File: src/rtl/patseq_pkg.sv
package patseq_pkg;
  localparam int WORD_W   = 32;
  localparam int BIT_LAST = 31;
  localparam int BIT_LOOP = 30;
  localparam int BIT_EXEN = 29;

  typedef enum logic {ST_IDLE, ST_RUN} seq_state_e;
endpackage

File: src/rtl/patseq_store.sv
module patseq_store #(
  parameter int DEPTH = 64,
  parameter int W     = 32,
  localparam int AW   = $clog2(DEPTH)
) (
  input  logic          clk,
  input  logic          wr_en,
  input  logic [AW-1:0] wr_addr,
  input  logic [W-1:0]  wr_data,
  input  logic [AW-1:0] rd_addr,
  output logic [W-1:0]  rd_data
);
  logic [W-1:0] mem [DEPTH];

  always_ff @(posedge clk) begin
    if (wr_en) mem[wr_addr] <= wr_data;
  end

  // Asynchronous read: the word at the program counter is live in the same cycle.
  assign rd_data = mem[rd_addr];
endmodule

File: src/rtl/patseq_exc.sv
module patseq_exc #(
  parameter int NSRC = 3
) (
  input  logic [NSRC-1:0] src,
  input  logic            active,
  input  logic            exen,
  output logic            hit
);
  logic [NSRC:0] any_chain;

  assign any_chain[0] = 1'b0;
  for (genvar g = 0; g < NSRC; g++) begin : g_or
    assign any_chain[g+1] = any_chain[g] | src[g];
  end

  // Only sampled in the cycle of an enabled word; nothing is held over.
  assign hit = active & exen & any_chain[NSRC];
endmodule

File: src/rtl/patseq_loop.sv
module patseq_loop #(
  parameter int AW    = 6,
  parameter int CNT_W = 4
) (
  input  logic             clk,
  input  logic             rst_n,
  input  logic             load,
  input  logic [CNT_W-1:0] cnt_in,
  input  logic             flush,
  input  logic             step,
  input  logic [AW-1:0]    pc,
  input  logic             flag,
  output logic             take_back,
  output logic [AW-1:0]    back_addr
);
  logic             armed;
  logic             spent;
  logic [AW-1:0]    head;
  logic [CNT_W-1:0] reps;
  logic             at_tail;

  assign at_tail   = flag & armed & ~spent & (pc != head);
  assign take_back = at_tail & (reps != '0);
  assign back_addr = head;

  always_ff @(posedge clk) begin
    if (!rst_n) begin
      armed <= 1'b0;
      spent <= 1'b0;
      head  <= '0;
      reps  <= '0;
    end else if (load) begin
      armed <= 1'b0;
      spent <= 1'b0;
      reps  <= (cnt_in == '0) ? '0 : cnt_in - 1'b1;
    end else if (flush) begin
      armed <= 1'b0;
      spent <= 1'b0;
    end else if (step && flag && !spent) begin
      if (!armed) begin
        armed <= 1'b1;
        head  <= pc;
      end else if (at_tail) begin
        if (reps != '0) reps  <= reps - 1'b1;
        else            spent <= 1'b1;
      end
    end
  end
endmodule

File: src/rtl/patseq_top.sv
module patseq_top #(
  parameter int DEPTH    = 64,
  parameter int EXC_ADDR = 60,
  parameter int CNT_W    = 4
) (
  input  logic                       clk,
  input  logic                       rst_n,
  input  logic                       wr_en,
  input  logic [$clog2(DEPTH)-1:0]   wr_addr,
  input  logic [31:0]                wr_data,
  input  logic                       req_valid,
  output logic                       req_ready,
  input  logic [$clog2(DEPTH)-1:0]   req_start,
  input  logic [CNT_W-1:0]           loop_cnt,
  input  logic                       exc_tea,
  input  logic                       exc_hrst,
  input  logic                       exc_srst,
  output logic                       ctrl_valid,
  output logic [$clog2(DEPTH)-1:0]   cur_addr,
  output logic [31:0]                cur_word,
  output logic                       done
);
  import patseq_pkg::*;
  localparam int AW = $clog2(DEPTH);
  localparam logic [AW-1:0] EXC_PC  = AW'(EXC_ADDR);
  localparam logic [AW-1:0] LAST_PC = AW'(DEPTH - 1);

  seq_state_e           st;
  logic [AW-1:0]        pc;
  logic [AW-1:0]        pc_seq;
  logic [WORD_W-1:0]    word;
  logic                 running;
  logic                 is_last;
  logic                 exc_hit;
  logic                 take_back;
  logic [AW-1:0]        back_addr;
  logic                 accept;

  patseq_store #(.DEPTH(DEPTH), .W(WORD_W)) u_store (
    .clk(clk), .wr_en(wr_en), .wr_addr(wr_addr), .wr_data(wr_data),
    .rd_addr(pc), .rd_data(word)
  );

  assign running = (st == ST_RUN);
  assign is_last = running & word[BIT_LAST];
  assign accept  = (st == ST_IDLE) & req_valid;

  patseq_exc #(.NSRC(3)) u_exc (
    .src({exc_srst, exc_hrst, exc_tea}),
    .active(running & ~word[BIT_LAST]),
    .exen(word[BIT_EXEN]),
    .hit(exc_hit)
  );

  patseq_loop #(.AW(AW), .CNT_W(CNT_W)) u_loop (
    .clk(clk), .rst_n(rst_n),
    .load(accept), .cnt_in(loop_cnt),
    .flush(exc_hit),
    .step(running & ~is_last & ~exc_hit),
    .pc(pc), .flag(word[BIT_LOOP]),
    .take_back(take_back), .back_addr(back_addr)
  );

  always_comb begin
    if (take_back)           pc_seq = back_addr;
    else if (pc == LAST_PC)  pc_seq = '0;
    else                     pc_seq = pc + 1'b1;
  end

  always_ff @(posedge clk) begin
    if (!rst_n) begin
      st <= ST_IDLE;
      pc <= '0;
    end else begin
      unique case (st)
        ST_IDLE: if (req_valid) begin
          st <= ST_RUN;
          pc <= req_start;
        end
        ST_RUN: begin
          if (is_last)      st <= ST_IDLE;
          else if (exc_hit) pc <= EXC_PC;
          else              pc <= pc_seq;
        end
        default: st <= ST_IDLE;
      endcase
    end
  end

  assign req_ready  = (st == ST_IDLE);
  assign ctrl_valid = running;
  assign cur_addr   = pc;
  assign cur_word   = running ? word : '0;
  assign done       = is_last;
endmodule

File: config.mk
export PLATFORM = sky130hd
export DESIGN_NAME = patseq_top
export DESIGN_NICKNAME = d
export VERILOG_FILES = /design/src/rtl/patseq_pkg.sv /design/src/rtl/patseq_store.sv /design/src/rtl/patseq_exc.sv /design/src/rtl/patseq_loop.sv /design/src/rtl/patseq_top.sv
export SDC_FILE = /design/constraint.sdc
export NUM_CORES = 2
export LEC_CHECK = 0
export CAP_MARGIN = 10
export CORE_ASPECT_RATIO = 2
export CORE_MARGIN = 5
export CORE_UTILIZATION = 30
export CTS_BUF_LIST = sky130_fd_sc_hd__clkbuf_16
export CTS_CLUSTER_SIZE = 16
export DETAILED_ROUTE_END_ITERATION = 8
export SLEW_MARGIN = 20
export SYNTH_ARGS = -nofsm -noshare
export SYNTH_HDL_FRONTEND = slang
export SYNTH_SLANG_ARGS = --single-unit
File: constraint.sdc
create_clock -name clk -period 12.2 [get_ports clk]
set_input_delay 2.44 -clock clk [delete_from_list [all_inputs] [get_ports clk]]
set_output_delay 2.44 -clock clk [all_outputs]
set_load 0.02 [all_outputs]
==> Yosys cells after proc, flatten, opt, wreduce, memory -nomap -nowiden <==
Memories as Yosys holds them, arrays and structs flattened. A register that Yosys moved wholly into a read port is not among the register bits.
Cells that the tools add are included.
{ "word_totals": {"ff_bits": 19, "mem_bits_rw": 2048, "input_bits": 55, "output_inout_bits": 41, "word_cells": 72, "n_memories": 1} }
{ "memory_table": {"columns": ["memory", "depth", "width", "rd", "rd_ports_with_merged_regs", "wr", "line", "text"], "rows": [
  ["u_store.mem", 64, 32, 1, 1, 1, "patseq_store.sv:13", "logic [W-1:0] mem [DEPTH];"]
]} }
{ "classes": {"add_sub_neg": 3, "eq_ne": 5, "n_mux": 21, "n_bitwise": 22, "n_reduce_logical": 14} }
{ "ops": {"columns": ["op", "count"], "rows": [
  ["$mux W6", 7],
  ["$mux W32", 1],
  ["$mux W4", 7],
  ["$pmux W6 S2", 1],
  ["$and A1 B1 Y1", 11],
  ["$not A1 Y1", 9],
  ["$reduce_and A4 Y1", 2],
  ["$reduce_bool A2 Y1", 4],
  ["$sub A4 B1 Y4 const B", 2],
  ["$add A6 B1 Y6 const B", 1],
  ["$eq A6 B6 Y1 const B", 1],
  ["$ne A6 B6 Y1", 1],
  ["$reduce_and A5 Y1", 1],
  ["$logic_not A4 Y1", 1],
  ["$mux W1", 4],
  ["$ne A2 B2 Y1 const B", 2],
  ["$reduce_bool A4 Y1", 1],
  ["$reduce_or A3 Y1", 1],
  ["$logic_and A1 B1 Y1", 2],
  ["$ne A2 B1 Y1 const B", 1],
  ["$or A1 B1 Y1", 2],
  ["$pmux W1 S2", 1],
  ["$reduce_and A2 Y1", 1],
  ["$logic_not A1 Y1", 1]
]} }

==> Depth between registers and ports, before layout <==
{ "logic_depth": {"word_depth": 11, "mapped_depth": 13, "mapped_depth_nobuf": 9} }

==> Modules after synthesis <==
A second synthesis with hierarchy kept.
{ "unflattened": {"cells_unflattened": 3471, "hier_area_um2": 79314.8} }
{ "by_module_without_submodules": {"columns": ["mod", "instances", "cells_each", "area_per_inst_um2", "seq_area_each_um2"], "rows": [
  ["patseq_store", 1, 3292, 77874.7, 61499.0],
  ["patseq_top", 1, 99, 726.9, 140.1],
  ["patseq_loop", 1, 79, 703.2, 240.2],
  ["patseq_exc", 1, 1, 10.0, 0.0]
]} }

==> Least setup slack after synthesis <==
No wires, ideal clock.
{ "synth_path": {"path_kind": "input -> register", "startpoint": "in wr_addr[5]", "endpoint": "mem u_store.mem[48][0], enable pin", "setup_ps": 461, "arrival_ps": 5316, "required_ps": 11739, "path_slack_ps": 6423, "stages": 4, "n_path_buf": 1, "path_cell_list": "clkbuf_1 -> nand3_1 -> or3_1 -> nor3_1"} }
{ "synth_lines": {"columns": ["element", "line", "text"], "rows": [
  ["start, declared", "patseq_top.sv:9", "input logic [$clog2(DEPTH)-1:0] wr_addr,"],
  ["end, declared", "patseq_store.sv:13", null]
]} }
No word-level cell before the write port.

==> out/results.ini <==
[worst_setup_path]
startpoint_type=flop
worst_setup_path_end_kind=output pin
critPathTopFamily=multiplexers
worst-path-buf-inv=3
cp_cell_sequence=buf_12 -> buf_4 -> mux4_2 -> mux4_2 -> mux2i_1 -> a211oi_1 -> clkdlybuf4s50_1
crit_fanout=80
required_ns=9.76
cpMostUsedCell=mux4_2
max_stage_delay_ns=0.77
criticalPathCategory=flop to output pin
arrival_ns=5.78
crit_slowest_cell=dfxtp_4

[sta]
rsz0062_at_grt=false
setup_tns_ns=0
slew_headroom_pct=23.84
fin_skew_ns=0.02467
setup_viol=0
hold_viol_final=0
period_share_pct=67.41
layout_setup_ws_ns=3.976
max_clock_freq_mhz=121.6
min_period_ns=8.224
worst_pin_slew_ns=1.142
drv_slew=0

[clocking]
cts_buffer_depth=4
htreeDepth=4
path_clk_slew_ns=0.07
cts.root.buffer_cell=clkbuf_16
postCtsHoldBufs=0
cts.sinks=2073
numCtsBuffers=177
ctsResizeCount=0
post_cts_buffers=0
cts_tree=yes
clk_latency_ns=0.82

[logic_synthesis]
synth-async-reset-ratio_pct=0
ys_seq_area_share_pct=77.61
synth_area_um2=79890
syn_nets=3412
avgSynthCellArea_um2=23.81
ys_types=61
synth_flop_cell=edfxtp_1
syn_inst=3355
synth_seq_cells=2073
synth_edf_count=2048
ys_warn_count=0

[die]
rows=268
die_h_um=739.8
io_pins=96
dieArea_um2=277300
fp.coreArea_um2=265900
start_util_pct=30.04
die_x_um=374.9

[routing]
wl_um=221500
drcViolationCount=0
dr.pass1.iters=5
viasPerCell=5.145
vias=37060
post_drt_wl_per_cell_um=30.75
drt-initial-drc-count=4010
final_antenna_net_count=0

[finish]
fill_cells=24359
layout_commonest_cell=edfxtp_1
syn_to_final_growth_pct=13.95
seqCellArea_um2=62020
utilization_pct=34.23
finalNetCount=3607
multi_input_area_um2=17360
layout-drive-gt1-share_pct=29.19
final_cell_mix=2048 x edfxtp_1, 613 x mux4_2, 179 x clkbuf_16

[run_status]
status=completed

[pwr]
powerDensity_nw_per_um2=181.0
power.leakage_uw=0.02692
ir_drop_v=0.0001095

[place]
gp_congestion=0.7703
place_ws_ns=4.658
portBuffers=95
hpwlAfterDp_um=128500

[grt]
track_usage_pct=15.60
grt_pass1_wl_um=308700
grt_overflow=0
antenna_found_initial=22
grt_max_degree=110
grt_pass1_vias=38578

[run]
maxCapViolCount=0

[worst_hold_path]
hold_path.class=flop to flop

==> layout make-up <==
type                       count  area share (%)
sequential                  2073           68.13
clock buffer                 179           4.921
multi-input combinational   1088           19.07
antenna                       10         0.02749
timing repair buffer         199           1.867
inverter                      11         0.05360
clock inverter               133           1.115
tap                         3510           4.824
==> power by group <==
part           switching, uW  leakage (uW)  internal, uW
registers               78.8        0.0186          7880
logic                   1650       0.00545          1340
clock network           2540       0.00284          2990
==> worst paths after layout <==
path | start | to | slack (ns) | cells past startpoint
worst min-delay path | u_loop.back_addr[3] | u_loop.back_addr[3] | 0.49 | 2
worst max register to register | flop | flop | 7.11 | 10
worst min register to register | u_loop.back_addr[3] | u_loop.back_addr[3] | 0.49 | 2
worst max-delay path | flop | cur_word[25] | 3.98 | 7
==> cell usage after synthesis (12+ instances only) <==
cell type | instances | area [um^2]
nor3_1 | 13 | 65.06
edfxtp_1 | 2048 | 61500
a21oi_1 | 14 | 70.07
dfxtp_1 | 25 | 500.5
mux4_2 | 613 | 13810
nor2_1 | 84 | 315.3
buf_4 | 34 | 255.2
buf_6 | 12 | 135.1
mux2i_1 | 66 | 660.6
nand2_1 | 65 | 244.0
clkbuf_1 | 87 | 326.6
nand3_1 | 21 | 105.1
buf_2 | 40 | 200.2
a22oi_1 | 21 | 157.7
a211oi_1 | 27 | 202.7
a311oi_1 | 13 | 113.9
and2_1 | 24 | 150.1
nor2b_1 | 25 | 156.4
==> per-layer routing <==
metal | up-vias | routed length, um | GRT usage (%)
li1 | 14814 | - | -
met1 | 20540 | 78930 | 18.29
met2 | 1363 | 121100 | 29.22
met3 | 331 | 13360 | 2.120
met4 | 12 | 8039 | 5.167
met5 | - | 76 | 0
==> tightest hold or removal path, delay by kind of cell (launching register included) <==
kind	cells	cell delay, ns
DFF	1	0.33
muxes	1	0.05
and+or+nand+nor	1	0.06
==> sequential cells by signal, summed over array words and instances (netlist names), named ones only <==
signal,cells
cur_addr,6
u_loop.armed,1
u_loop.back_addr,6
u_loop.spent,1
u_store.mem,2048
u_loop.reps,4
ctrl_valid,1
==> metrics by stage <==
stage          instances  total power (uW)  hold WS, ns  instance area, um^2
2_1_floorplan       3355             10080       0.4592                79890
3_3_place_gp        6878             11150       0.4758                85410
3_5_place_dp        6879             11170       0.4833                85420
4_1_cts             7191             16650       0.4947                90910
5_1_grt             7194             17010       0.5111                91010
6_report            7203             16480       0.4897                91030
==> kinds of logic (layout without fill, tap and decap cells) <==
kind of cell / count (synthesis) / after routing / share of synthesized area, %
muxes: 682 / 682 / 18.15
DFF: 2073 / 2073 / 77.61
adders and majority gates: 2 / 2 / 0.03132
other: 0 / 10 / 0
and+or+nand+nor: 266 / 266 / 1.604
AOI/OAI and AO/OA: 130 / 130 / 1.256
buffers and inverters: 194 / 522 / 1.261
xor gates and xnor gates: 8 / 8 / 0.08771
No activity file was read; power rests on OpenSTA's default activity.
